===== src/rtl/bcr_pkg.sv =====
`timescale 1ns/1ps
// Package: shared field positions and the stored-state type of the bus
// configuration register. Bit positions are fixed because software and
// the bus logic decode them.
package bcr_pkg;
    localparam int REG_W    = 8;
    localparam int FLD_W    = 3;
    localparam int POS_MODE = 7;
    localparam int POS_BRD  = 6;
    localparam int POS_BWR  = 5;
    localparam int POS_RSV_HI = 4;
    localparam int POS_RSV_LO = 3;
    localparam int POS_FLD_HI = FLD_W - 1;

    // Software-controlled part of the register.
    typedef struct packed {
        logic             brd;
        logic             bwr;
        logic [FLD_W-1:0] fld;
    } sw_bits_t;
endpackage


===== src/rtl/bcr_width_detect.sv =====
`timescale 1ns/1ps
// Module: bcr_width_detect
// Watches host I/O writes. Raises hit when one write covers all byte lanes
// and targets the data-port offset.
// Assumes: io_* inputs are valid for the one cycle io_wr is high.
module bcr_width_detect #(
    parameter int OFS_W    = 5,
    parameter int BE_W     = 4,
    parameter int PORT_OFS = 16
) (
    input  logic             io_wr,
    input  logic [OFS_W-1:0] io_ofs,
    input  logic [BE_W-1:0]  io_be,
    output logic             hit
);
    localparam logic [OFS_W-1:0] PORT_ADDR = OFS_W'(PORT_OFS);

    logic [BE_W-1:0] lane_on;

    // One flag per byte lane, so the full-width test works for any lane count.
    for (genvar g = 0; g < BE_W; g++) begin : g_lane
        assign lane_on[g] = io_be[g];
    end

    // Qualifying access: a write, all lanes enabled, at the data-port offset.
    always_comb begin
        hit = io_wr && (&lane_on) && (io_ofs == PORT_ADDR);
    end
endmodule


===== src/rtl/bcr_write_gate.sv =====
`timescale 1ns/1ps
// Module: bcr_write_gate
// Lets a software write through only while the device is stopped or
// suspended. A blocked write is dropped and nothing reports it.
// Assumes: the status inputs are synchronous to clk.
module bcr_write_gate (
    input  logic wr_req,
    input  logic stop_st,
    input  logic spnd_st,
    output logic wr_ok
);
    // Pass the write strobe only in a quiescent device state.
    always_comb begin
        wr_ok = wr_req && (stop_st || spnd_st);
    end
endmodule


===== src/rtl/bcr_mode_flag.sv =====
`timescale 1ns/1ps
// Module: bcr_mode_flag
// Sticky double-word mode flag. Priority: hard reset, then detector set,
// then preset load. Nothing else changes the flag.
// Assumes: rst_n is synchronous and active low.
module bcr_mode_flag (
    input  logic clk,
    input  logic rst_n,
    input  logic set_i,
    input  logic load_i,
    input  logic load_val,
    output logic mode_q
);
    // Update the flag from reset, detector or preset in priority order.
    always_ff @(posedge clk) begin
        if (!rst_n) begin
            mode_q <= 1'b0;
        end else if (set_i) begin
            mode_q <= 1'b1;
        end else if (load_i) begin
            mode_q <= load_val;
        end
    end
endmodule


===== src/rtl/bcr_sw_bits.sv =====
`timescale 1ns/1ps
// Module: bcr_sw_bits
// Storage for the software-writable bits: the two burst enables and the
// spare field. Hard reset loads the reset pattern. Soft reset and stop
// status are not inputs here, so they cannot disturb the contents.
// Assumes: wr_ok is already gated by device state.
module bcr_sw_bits
    import bcr_pkg::*;
#(
    parameter logic [FLD_W-1:0] FLD_RST = 3'b001
) (
    input  logic     clk,
    input  logic     rst_n,
    input  logic     wr_ok,
    input  sw_bits_t wr_val,
    output sw_bits_t cur
);
    // Hold the software bits; load them on a gated write.
    always_ff @(posedge clk) begin
        if (!rst_n) begin
            cur.brd <= 1'b0;
            cur.bwr <= 1'b0;
            cur.fld <= FLD_RST;
        end else if (wr_ok) begin
            cur <= wr_val;
        end
    end
endmodule


===== src/rtl/bus_cfg_reg.sv =====
`timescale 1ns/1ps
// Module: bus_cfg_reg
// Bus configuration register with I/O width auto-detect. Combines the
// gated software bits, the sticky mode flag and the width detector, and
// puts together the read view. Reserved bits read as zero.
// Assumes: all inputs are synchronous to clk; rst_n is the hard reset.
module bus_cfg_reg
    import bcr_pkg::*;
#(
    parameter int              OFS_W    = 5,
    parameter int              BE_W     = 4,
    parameter int              PORT_OFS = 16,
    parameter logic [FLD_W-1:0] FLD_RST = 3'b001
) (
    input  logic             clk,
    input  logic             rst_n,
    input  logic             soft_rst,
    input  logic             stop_st,
    input  logic             spnd_st,
    input  logic             cfg_wr,
    input  logic [REG_W-1:0] cfg_wdata,
    output logic [REG_W-1:0] cfg_rdata,
    input  logic             nv_load,
    input  logic             nv_mode,
    input  logic             io_wr,
    input  logic [OFS_W-1:0] io_ofs,
    input  logic [BE_W-1:0]  io_be,
    output logic             burst_rd_en,
    output logic             burst_wr_en,
    output logic             dword_mode
);
    logic     wr_ok;
    logic     det_hit;
    logic     mode_q;
    sw_bits_t wr_val;
    sw_bits_t sw_q;

    // Pick the writable fields out of the write data.
    always_comb begin
        wr_val.brd = cfg_wdata[POS_BRD];
        wr_val.bwr = cfg_wdata[POS_BWR];
        wr_val.fld = cfg_wdata[POS_FLD_HI:0];
    end

    bcr_write_gate u_gate (
        .wr_req  (cfg_wr),
        .stop_st (stop_st),
        .spnd_st (spnd_st),
        .wr_ok   (wr_ok)
    );

    bcr_width_detect #(
        .OFS_W    (OFS_W),
        .BE_W     (BE_W),
        .PORT_OFS (PORT_OFS)
    ) u_detect (
        .io_wr  (io_wr),
        .io_ofs (io_ofs),
        .io_be  (io_be),
        .hit    (det_hit)
    );

    bcr_mode_flag u_mode (
        .clk      (clk),
        .rst_n    (rst_n),
        .set_i    (det_hit),
        .load_i   (nv_load),
        .load_val (nv_mode),
        .mode_q   (mode_q)
    );

    bcr_sw_bits #(
        .FLD_RST (FLD_RST)
    ) u_sw (
        .clk    (clk),
        .rst_n  (rst_n),
        .wr_ok  (wr_ok),
        .wr_val (wr_val),
        .cur    (sw_q)
    );

    // Put the read view together; the reserved positions read zero.
    always_comb begin
        cfg_rdata                           = '0;
        cfg_rdata[POS_MODE]                 = mode_q;
        cfg_rdata[POS_BRD]                  = sw_q.brd;
        cfg_rdata[POS_BWR]                  = sw_q.bwr;
        cfg_rdata[POS_RSV_HI:POS_RSV_LO]    = 2'b00;
        cfg_rdata[POS_FLD_HI:0]             = sw_q.fld;
    end

    // Drive the level outputs for the DMA and bus logic.
    always_comb begin
        burst_rd_en = sw_q.brd;
        burst_wr_en = sw_q.bwr;
        dword_mode  = mode_q;
    end
endmodule


===== config.mk =====
export PLATFORM = sky130hd
export DESIGN_NAME = bus_cfg_reg
export DESIGN_NICKNAME = d
export VERILOG_FILES = /design/src/rtl/bcr_pkg.sv /design/src/rtl/bcr_width_detect.sv /design/src/rtl/bcr_write_gate.sv /design/src/rtl/bcr_mode_flag.sv /design/src/rtl/bcr_sw_bits.sv /design/src/rtl/bus_cfg_reg.sv
export SDC_FILE = /design/constraint.sdc
export NUM_CORES = 1
export LEC_CHECK = 0
export ABC_AREA = 1
export BUFFER_PORTS_ARGS = -buffer_cell sky130_fd_sc_hd__buf_2
export CAP_MARGIN = 40
export CORE_AREA = 10 10 47 49
export DETAILED_ROUTE_END_ITERATION = 7
export DIE_AREA = 0 0 57 59
export HOLD_SLACK_MARGIN = 0.15
export PLACE_DENSITY = 0.66
export SYNTH_ARGS = -nofsm -noshare
export SYNTH_HDL_FRONTEND = slang
export SYNTH_SLANG_ARGS = --single-unit

===== constraint.sdc =====
create_clock -name clk -period 1.4 [get_ports clk]
set_input_delay 0.21 -clock clk [delete_from_list [all_inputs] [get_ports clk]]
set_output_delay 0.21 -clock clk [all_outputs]
set_load 0.005 [all_outputs]

Yosys cells after proc, flatten, opt, wreduce, memory -nomap -nowiden
Index checks and enable logic that the tools add are counted.
{"block": "classes", "n_eq_ne": 1, "n_mux": 2, "n_reduce_logical": 6}
{"operator": "$eq A5 B5 Y1 const B", "count": 1}
{"operator": "$reduce_and A4 Y1", "count": 1}
{"operator": "$logic_and A1 B1 Y1", "count": 3}
{"operator": "$mux W1", "count": 2}
{"operator": "$reduce_bool A2 Y1", "count": 1}
{"operator": "$logic_or A1 B1 Y1", "count": 1}
{"block": "word_totals", "ff_bits": 6}

Logic depth before layout (Yosys ltp)
Gate-level depths: netlist of run 1.
{"block": "logic_depth", "word_depth": 4, "ltp_mapped": 5, "ltp_nobuf": 5}

Hierarchy
A second synthesis of run 1 with hierarchy kept.
{"block": "unflattened", "hier_cells": 56, "area_unflattened_um2": 336.6}
{"module": "bcr_sw_bits", "n_inst": 1, "cells_each": 30, "area_each_um2": 202.7, "seq_area_each_um2": 100.1}
{"module": "bcr_mode_flag", "n_inst": 1, "cells_each": 9, "area_each_um2": 50.0, "seq_area_each_um2": 20.0}
{"module": "bus_cfg_reg", "n_inst": 1, "cells_each": 6, "area_each_um2": 41.3, "seq_area_each_um2": 0.0}
{"module": "bcr_width_detect", "n_inst": 1, "cells_each": 8, "area_each_um2": 31.3, "seq_area_each_um2": 0.0}
{"module": "bcr_write_gate", "n_inst": 1, "cells_each": 3, "area_each_um2": 11.3, "seq_area_each_um2": 0.0}

Least setup slack after synthesis of run 1
Ideal clock, no wire load.
{"block": "synth_path", "path_kind": "input port to flip-flop", "startpoint": "input spnd_st", "endpoint": "register u_sw.cur[3] in the netlist's numbering", "setup_time_ns": 0.116, "t_arrival_ns": 0.578, "slack_ns": 0.706, "stages": 4, "path_buffers": 0, "cell_sequence": "o21ai_4 inv_2 nor2_1 nor2_1"}
{"block": "synth_via", "elab_chain_len": 2}
{"element": "from (decl)", "line_no": "bus_cfg_reg.sv:19", "source": "input logic spnd_st,"}
{"element": "$logic_or A1 B1 Y1", "line_no": "bcr_write_gate.sv:14", "source": "wr_ok = wr_req && (stop_st || spnd_st);"}
{"element": "$logic_and A1 B1 Y1", "line_no": "bcr_write_gate.sv:14"}
{"element": "to (signal assigned)", "line_no": "bcr_sw_bits.sv:25", "source": "cur <= wr_val;"}
{"element": "to (decl)", "line_no": "bcr_sw_bits.sv:16", "source": "output sw_bits_t cur"}
Every way passes these cells.
A chain may end at the register's enable or synchronous reset.

Worst setup path in the final report of run 1
{"block": "layout_path", "startpoint": "register u_sw.cur[3] in the netlist's numbering", "endpoint": "output burst_wr_en"}
{"element": "to (decl)", "line_no": "bus_cfg_reg.sv:29", "source": "output logic burst_wr_en,"}
No word-level cell between the ends.

==> results of run 1 <==
==> report_power, final <==
part,leakage [nW],switching [mW],internal [mW],total (mW)
logic,0.207,0.0405,0.0464,0.0869
clock network,0.0138,0.0636,0.0970,0.161
registers,0.0498,0.00652,0.185,0.191
total,0.270,0.111,0.328,0.439
==> flip-flops by register name, summed over array words and instances (netlist names) <==
| register | count |
|---|---|
| u_mode.mode_q | 1 |
| u_sw.cur | 5 |
==> routing by layer <==
metal / share of wire / up-vias / wire length [um]
met5: 0 / - / 0
met4: 0.013 / 0 / 13
met3: 0.098 / 2 / 95
met2: 0.53 / 16 / 515
met1: 0.35 / 149 / 342
li1: - / 187 / -
==> cell type report <==
type	instances	area (sq um)	area share
timing repair buffer	30	150	0.324
multi-input combinational	29	131	0.284
sequential	6	120	0.259
clock buffer	3	22.5	0.0486
tap	16	20.0	0.0432
inverter	5	18.8	0.0405
==> worst min-delay path, delay by kind of cell <==
kind                   cells  cell delay [ns]
buffers and inverters      1             0.08
and+or+nand+nor            2             0.09
==> logic make-up after synthesis <==
kind of cell,count (synthesis)
other,1
AOI/OAI and AO/OA,7
buffers and inverters,10
DFF,6
and+or+nand+nor,20
==> Yosys cell counts <==
| cell type | n | area (sq um) |
|---|---|---|
| dfxtp_1 | 6 | 120 |
| nand3_1 | 2 | 10.0 |
| a21oi_1 | 1 | 5.00 |
| conb_1 | 1 | 3.75 |
| buf_4 | 5 | 37.5 |
| o21ai_0 | 2 | 10.0 |
| nand2_1 | 7 | 26.3 |
| inv_2 | 1 | 3.75 |
| nor2_1 | 11 | 41.3 |
| o21ai_1 | 3 | 15.0 |
| o21ai_4 | 1 | 16.3 |
| inv_1 | 4 | 15.0 |
==> worst paths after layout <==
| path | startpoint | cells past startpoint | to |
|---|---|---|---|
| max | u_sw.cur[3]$_SDFFE_PN0P_ | 1 | burst_wr_en |
| min | cfg_wdata[0] | 3 | u_sw.cur[0]$_SDFFE_PN1P_ |
| max reg2reg | u_mode.mode_q$_SDFFE_PN0P_ | 2 | u_mode.mode_q$_SDFFE_PN0P_ |
| min reg2reg | u_sw.cur[0]$_SDFFE_PN1P_ | 2 | u_sw.cur[0]$_SDFFE_PN1P_ |
==> stage by stage <==
stage	cell area [sq um]	worst slack (ns)	total power [mW]	std cells	utilization
final	463	0.494	0.439	89	0.330
after global placement	440	0.525	0.280	86	0.314
after CTS	463	0.477	0.443	89	0.330
after global routing	463	0.422	0.470	89	0.330
after floorplan	308	0.706	0.239	45	-
after detailed placement	440	0.517	0.283	86	0.314
==> cell usage in the layout (no fill, tap or decap), drive strengths merged <==
cell    synthesis  layout
buf             5      30
nor2           11      11
nand2           7       7
dfxtp           6       6
o21ai           6       6
inv             5       5
clkbuf          0       3
nand3           2       2
conb            1       2
a21oi           1       1
==> flow_metrics.py, run 1 <==
metrics = {
    "synth": {
        "synthSimpleGateAreaFrac": 0.255,
        "ys_seq_area_frac": 0.395,
        "synth_top_family_by_area": "simple AND/OR/NAND/NOR gates",
        "synth_xor_area_frac": 0,
        "avgSynthCellArea_sq_um": 6.91,
        "synth_compound_area_frac": 0.152,
        "yosys.cell_types.count": 12,
        "syn_inst": 44,
        "synth_warnings": 0,
        "ys_seq_elements": 6,
        "synth_area_sq_um": 304,
        "synth_adder_area_share": 0,
        "synthMuxAreaShare": 0,
    },
    "worst_setup_path": {
        "critPathMaxStageDelay_ns": 0.33,
        "path_buf_inv": 1,
        "cp-end-kind": "output port",
        "crit_type": "reg -> out",
        "cp_top_family": "flip-flops",
        "rrSetupSlack_ns": 0.72,
        "start_kind": "flop",
        "crit_chain": "buf_2",
        "worst_ep_arrival_time_ns": 0.70,
        "critPathMaxFanout": 3,
        "critPathRequiredTime_ns": 1.19,
        "crit_slowest_cell": "dfxtp_1",
    },
    "grt": {
        "grt_pass1_vias": 370,
        "grt_pass1_wl_mm": 1.53,
        "grt_max_degree": 7,
        "grt_overflow": 0,
        "busiest_layer": "met2",
        "antenna_found_initial": 0,
        "gr-usage-met3": 0.0365,
        "gr-usage-met1": 0.0491,
        "gr-usage-met2": 0.105,
        "track_usage": 0.0585,
    },
    "die": {
        "core_area_sq_mm": 0.00140,
        "rows": 14,
        "start_util": 0.217,
        "die-area_sq_mm": 0.00336,
        "die_height_um": 59,
        "fp.dieW_um": 57,
        "io-pin-count": 37,
    },
    "run_status": {
        "status": "complete, no violations",
    },
    "detailed_routing": {
        "vias": 354,
        "drt-initial-drc-count": 4,
        "wl_um": 967,
        "ant_nets": 0,
        "wire_per_inst_um": 10.9,
        "drc_errors": 0,
        "vias_per_cell": 3.98,
        "drt_first_pass_iters": 4,
    },
    "pwr": {
        "power_density_mw_per_mm2": 947,
        "p_leak_nw": 0.270,
        "ir_drop_mv": 0.287,
    },
    "sta": {
        "finalSetupViolCount": 0,
        "finalCritPeriodShare": 0.647,
        "fin_tns_setup_ns": 0,
        "rsz0062_at_grt": "no",
        "max_freq_ghz": 1.10,
        "skew_ns": 0,
        "period_needed_ns": 0.906,
        "hold_viol": 0,
        "final-max-slew-violation-count": 0,
        "hold_ws_ns": 0.166,
    },
    "cts": {
        "htree_levels": 1,
        "worstSkewPairLatency_ns": 0.25,
        "ctsHoldBuffers": 0,
        "clockBufferDepth": 2,
        "post_cts_resized": 0,
        "post-cts-setup-buffers": 0,
        "clock-root-buffer": "clkbuf_4",
        "path_clk_slew_ns": 0.05,
        "clkSinkCount": 6,
        "cts_tree": "done",
        "cts_buffers": 3,
    },
    "place": {
        "hpwl_um": 861,
        "gp_congestion": 0.682,
        "port-buffer-count": 30,
    },
    "job": {
        "maxCapViolCount": 0,
    },
    "finish": {
        "drive_gt1_frac": 0.479,
        "n_antenna_cell": 0,
        "nFillCells": 163,
        "syn_to_final_growth_pct": 52.3,
        "fin_nets": 101,
    },
    "worst_hold_path": {
        "hold_path.class": "in -> reg",
    },
}
(Power assumes the default switching activity.)
==> run 2, diff against run 1 <==
--- a/config.mk
+++ b/config.mk
@@ -5,7 +5,7 @@
 export SDC_FILE = /design/constraint.sdc
 export NUM_CORES = 1
 export LEC_CHECK = 0
-export ABC_AREA = 1
+export ABC_AREA = 0
 export BUFFER_PORTS_ARGS = -buffer_cell sky130_fd_sc_hd__buf_2
 export CAP_MARGIN = 40
 export CORE_AREA = 10 10 47 49
==> constraint.sdc (replaced) <==
create_clock -name clk -period 0.92 [get_ports clk]
set_input_delay 0.138 -clock clk [delete_from_list [all_inputs] [get_ports clk]]
set_output_delay 0.138 -clock clk [all_outputs]
set_load 0.005 [all_outputs]
==> run 2 against run 1 <==
Wire length shrank 1.2%. Sequential share of layout area shrank 2.6 points. Non-clock buffer count grew 5. Clock skew is the same. Global-route usage grew 0.097 points. Worst setup slack lost 0.41 ns. Clock-buffer cell count is the same. Combinational power grew 62%. Register-to-register slack lost 0.60 ns. Worst hold slack lost 0.078 ns.
==> flow_metrics.py, run 2 <==
metrics = {
    "sta": {
        "finalCritPeriodShare": 0.907,
        "hold_ws_ns": 0.0875,
        "fin_tns_setup_ns": 0,
        "skew_ns": 0,
        "rsz0062_at_grt": "no",
        "final-max-slew-violation-count": 0,
        "finalSetupViolCount": 0,
        "max_freq_ghz": 1.20,
        "hold_viol": 0,
        "period_needed_ns": 0.834,
    },
    "detailed_routing": {
        "ant_nets": 0,
        "drt_first_pass_iters": 4,
        "wl_um": 955,
        "vias": 325,
        "wire_per_inst_um": 11.9,
        "drt-initial-drc-count": 3,
        "vias_per_cell": 4.06,
        "drc_errors": 0,
    },
    "grt": {
        "grt_max_degree": 7,
        "antenna_found_initial": 0,
        "grt_pass1_wl_mm": 1.59,
        "grt_pass1_vias": 378,
        "grt_overflow": 0,
        "track_usage": 0.0595,
    },
    "finish": {
        "largest_reg_flops": 5,
        "final_cell_mix": "buf_2 (30), dfxtp_1 (6), mux2i_1 (5), nor2b_1 (4), dlygate4sd3_1 (4)",
        "reg_top3": "u_sw.cur (5), u_mode.mode_q (1)",
        "finalInstanceArea_sq_um": 515,
        "drive_gt1_frac": 0.578,
        "largest-register": "u_sw.cur",
        "nFillCells": 154,
        "fin_nets": 92,
        "syn_to_final_growth_pct": 66.8,
        "final_common_cell": "buf_2",
        "n_antenna_cell": 0,
    },
    "worst_hold_path": {
        "hp-start": "io_ofs[1]",
        "min_path_cells": 2,
        "hold_path.class": "in -> reg",
        "whs_endpoint": "u_mode.mode_q$_SDFFE_PN0P_",
    },
    "synth": {
        "synth_common_cells": "dfxtp_1 (6), buf_4 (5), mux2i_1 (5)",
        "synth_warnings": 0,
        "syn_inst": 30,
        "synth_edf_count": 0,
        "yosys.cell_types.count": 12,
        "yosysTopAreaCellShare": 0.389,
        "yosysMostFrequentCell": "dfxtp_1",
        "ys_seq_elements": 6,
        "yosysTopAreaCell": "dfxtp_1",
        "ys.flop_type": "dfxtp_1",
        "ys_async_sr_fraction": 0,
        "synth_area_sq_um": 309,
        "avgSynthCellArea_sq_um": 10.3,
        "synthTopCellsByArea": "dfxtp_1 (39%), mux2i_1 (16%), buf_4 (12%), nor2b_1 (8.1%), o21ai_4 (5.3%)",
        "ys_seq_area_frac": 0.389,
    },
    "die": {
        "rows": 14,
        "start_util": 0.221,
        "fp.dieW_um": 57,
        "core_area_sq_mm": 0.00140,
        "die_height_um": 59,
        "die-area_sq_mm": 0.00336,
        "io-pin-count": 37,
    },
    "pwr": {
        "ir_drop_mv": 0.484,
        "p_leak_nw": 0.282,
        "power_density_mw_per_mm2": 1300,
    },
    "worst_setup_path": {
        "reg2reg_depth": 3,
        "path_buf_inv": 1,
        "critPathMaxFanout": 3,
        "crit_chain": "buf_2",
        "worst_ep_arrival_time_ns": 0.70,
        "cp_top_family": "flip-flops",
        "cp-end-kind": "output port",
        "r2r-start": "u_mode.mode_q$_SDFFE_PN0P_",
        "critPathMaxStageDelay_ns": 0.33,
        "critPathRequiredTime_ns": 0.78,
        "reg2reg_to": "u_mode.mode_q$_SDFFE_PN0P_",
        "crit_type": "reg -> out",
        "rrSetupSlack_ns": 0.12,
        "crit_slowest_cell": "dfxtp_1",
        "start_kind": "flop",
    },
    "run_status": {
        "status": "complete, no violations",
    },
    "cts": {
        "path_clk_slew_ns": 0.05,
        "clkSinkCount": 6,
        "clock-root-buffer": "clkbuf_4",
        "post_cts_resized": 0,
        "ctsHoldBuffers": 2,
        "cts_tree": "done",
        "cts_buffers": 3,
        "clockBufferDepth": 2,
        "worstSkewPairLatency_ns": 0.24,
        "htree_levels": 1,
        "post-cts-setup-buffers": 0,
    },
    "job": {
        "maxCapViolCount": 0,
    },
    "place": {
        "port-buffer-count": 30,
        "gp_congestion": 0.624,
        "place_area_sq_um": 453,
    },
}
run 2: how the worst max path moves through the flow:
stage	to	from	depth (start not counted)
after detailed placement	u_sw.cur[3]$_SDFFE_PN0P_	spnd_st	4
after global routing	burst_rd_en	u_sw.cur[4]$_SDFFE_PN0P_	1
final	burst_wr_en	u_sw.cur[3]$_SDFFE_PN0P_	1
after global placement	u_sw.cur[4]$_SDFFE_PN0P_	spnd_st	4
after floorplan	u_mode.mode_q$_SDFFE_PN0P_	u_mode.mode_q$_SDFFE_PN0P_	3
after CTS	burst_wr_en	u_sw.cur[3]$_SDFFE_PN0P_	1
run 2: cell type report:
class	instances	area (sq um)	share of cell area
Tap cell	16	20.0	0.0388
Multi-Input combinational cell	20	155	0.301
Timing Repair Buffer	35	198	0.383
Clock buffer	3	22.5	0.0437
Sequential cell	6	120	0.233
run 2: metrics by stage:
stage               std cells  power [mW]  utilization  worst slack, ns
floorplan                  31       0.355            -            0.120
global placement           73       0.417        0.323           0.0174
detailed placement         73       0.420        0.323          0.00323
CTS                        78       0.677        0.354           0.0689
global route               80       0.730        0.368           0.0215
finish                     80       0.668        0.368           0.0857
run 2: kinds of logic (layout without fill, tap and decap cells):
| family | count (synthesis) | in the layout | share of synthesized area |
|---|---|---|---|
| compound gates | 2 | 2 | 0.105 |
| buf+inv | 5 | 38 | 0.121 |
| flops | 6 | 6 | 0.389 |
| mux | 6 | 6 | 0.198 |
| other cells | 1 | 2 | 0.0121 |
| simple gates | 10 | 10 | 0.174 |
run 2: power breakdown:
part / internal [mW] / switching (mW) / total [mW]
Combinational: 0.0878 / 0.0529 / 0.141
Clock: 0.148 / 0.0954 / 0.243
Sequential: 0.277 / 0.00822 / 0.285
Total: 0.512 / 0.157 / 0.668
run 2: layer usage:
layer	wire [um]	global-route usage
met5	0	0
met3	172	0.0558
met4	0	0.0403
met1	409	0.0602
met2	373	0.0760
==> run 3, diff against run 2 <==
==> constraint.sdc (replaced) <==
create_clock -name clk -period 0.9 [get_ports clk]
set_input_delay 0.135 -clock clk [delete_from_list [all_inputs] [get_ports clk]]
set_output_delay 0.135 -clock clk [all_outputs]
set_load 0.01 [all_outputs]
==> run 3 against run 2 <==
Clock skew did not move. Critical path depth stayed put. Sequential share of layout area shrank 0.078 points. Clock power grew 2%. Power increased by 4.4%. Largest power group unchanged.
==> flow_metrics.py, run 3 (synthesis gave the netlist of run 2 again) <==
metrics = {
    "pwr": {
        "ir_drop_mv": 0.478,
        "finalPower_uw": 698,
        "power_density_mw_per_mm2": 1320,
        "p_leak_nw": 0.287,
    },
    "sta": {
        "finalCritPeriodShare": 0.928,
        "rsz0062_at_grt": "no",
        "period_needed_ns": 0.836,
        "finalSetupViolCount": 0,
        "final-max-slew-violation-count": 0,
        "hold_ws_ns": 0.0816,
        "hold_viol": 0,
        "skew_ns": 0,
        "max_freq_ghz": 1.20,
    },
    "die": {
        "fp.dieW_um": 57,
        "start_util": 0.221,
        "core_area_sq_mm": 0.00140,
        "die-area_sq_mm": 0.00336,
        "die_height_um": 59,
        "io-pin-count": 37,
        "rows": 14,
    },
    "worst_setup_path": {
        "crit_start": "u_sw.cur[2]$_SDFFE_PN0P_",
        "worst_ep_arrival_time_ns": 0.70,
        "critPathMaxFanout": 2,
        "start_kind": "flop",
        "cp_top_family": "flip-flops",
        "cp-end-kind": "output port",
        "path_buf_inv": 1,
        "crit_slowest_cell": "dfxtp_1",
        "crit_chain": "buf_2",
        "crit_type": "reg -> out",
        "r2r-start": "u_mode.mode_q$_SDFFE_PN0P_",
        "critPathRequiredTime_ns": 0.76,
        "critPathMaxStageDelay_ns": 0.33,
    },
    "finish": {
        "finalInstanceArea_sq_um": 528,
        "largest-register": "u_sw.cur",
        "fin_nets": 93,
        "largest_reg_flops": 5,
        "final_common_cell": "buf_2",
        "nFillCells": 156,
        "syn_to_final_growth_pct": 70.9,
        "postLayoutCoreUtil": 0.377,
        "n_antenna_cell": 0,
        "drive_gt1_frac": 0.600,
        "reg_top3": "u_sw.cur (5), u_mode.mode_q (1)",
        "final_cell_mix": "buf_2 (30), mux2i_1 (5), dlygate4sd3_1 (5), nor2b_1 (4), dfxtp_1 (4)",
    },
    "grt": {
        "grt_pass1_wl_mm": 1.56,
        "grt_overflow": 0,
        "grt_pass1_vias": 375,
        "antenna_found_initial": 0,
        "grt_max_degree": 7,
        "track_usage": 0.0586,
    },
    "detailed_routing": {
        "wl_um": 948,
        "wire_per_inst_um": 11.7,
        "ant_nets": 0,
        "vias": 326,
        "drt_first_pass_iters": 3,
        "drt-initial-drc-count": 3,
        "vias_per_cell": 4.02,
        "drc_errors": 0,
    },
    "cts": {
        "clkSinkCount": 6,
        "worstSkewPairLatency_ns": 0.24,
        "cts_tree": "done",
        "path_clk_slew_ns": 0.05,
        "clockBufferDepth": 2,
        "htree_levels": 1,
        "cts_buffers": 3,
        "clock-root-buffer": "clkbuf_4",
    },
    "job": {
        "maxCapViolCount": 0,
    },
    "place": {
        "gp_congestion": 0.624,
        "place_area_sq_um": 453,
        "port-buffer-count": 30,
    },
    "worst_hold_path": {
        "hp-start": "io_ofs[1]",
        "hold_path.class": "in -> reg",
    },
    "run_status": {
        "status": "complete, no violations",
    },
}
-- run 3: cell count changes in the layout (fill, tap and decap cells not counted) --
cell / before / now
dlygate4sd3_1: 4 / 5
dfxtp_1: 6 / 4
dfxtp_2: 0 / 2
-- run 3: cell type report --
cell class,count,area [sq um],share of cell area
clock buffers,3,22.5,0.0427
well taps,16,20.0,0.0379
repair buffers,36,208,0.393
multi-input cells,20,155,0.294
flip-flops and latches,6,123,0.232
-- run 3: path summary, 6_finish.rpt --
check	depth (start not counted)	to	slack (ns)
worst min register to register	2	u_sw.cur[0]$_SDFFE_PN1P_	0.47
worst max register to register	3	u_mode.mode_q$_SDFFE_PN0P_	0.10
worst min-delay path	2	u_mode.mode_q$_SDFFE_PN0P_	0.08
worst max-delay path	1	cfg_rdata[2]	0.06
-- run 3: stage by stage --
step           std cells  setup WS, ns  setup TNS, ns
3_3_place_gp          73      0.000382              0
2_1_floorplan         31        0.0745              0
6_report              81        0.0644              0
3_5_place_dp          73       -0.0139        -0.0515
5_1_grt               81        0.0105              0
4_1_cts               80        0.0344              0
-- run 3: report_power, final --
group / total, mW / internal, mW / switching, mW
clock network: 0.247 / 0.151 / 0.0964
registers: 0.292 / 0.284 / 0.00811
logic: 0.158 / 0.0931 / 0.0654
-- run 3: layer usage --
metal | GRT usage | up-vias | wire length, um | share of wire
li1 | - | 166 | - | -
met3 | 0.0644 | 0 | 207 | 0.22
met2 | 0.0760 | 25 | 369 | 0.39
met5 | 0 | - | 0 | 0
met1 | 0.0529 | 135 | 371 | 0.39
met4 | 0.0403 | 0 | 0 | 0
-- run 3: repair_timing --
| action | CTS | global route |
|---|---|---|
| endpoints found under the hold margin | 5 | 2 |
| endpoints found under the setup margin | 0 | 3 |
| setup buffers | 0 | 0 |
| hold buffers | 4 | 1 |
| resized for setup | 0 | 2 |
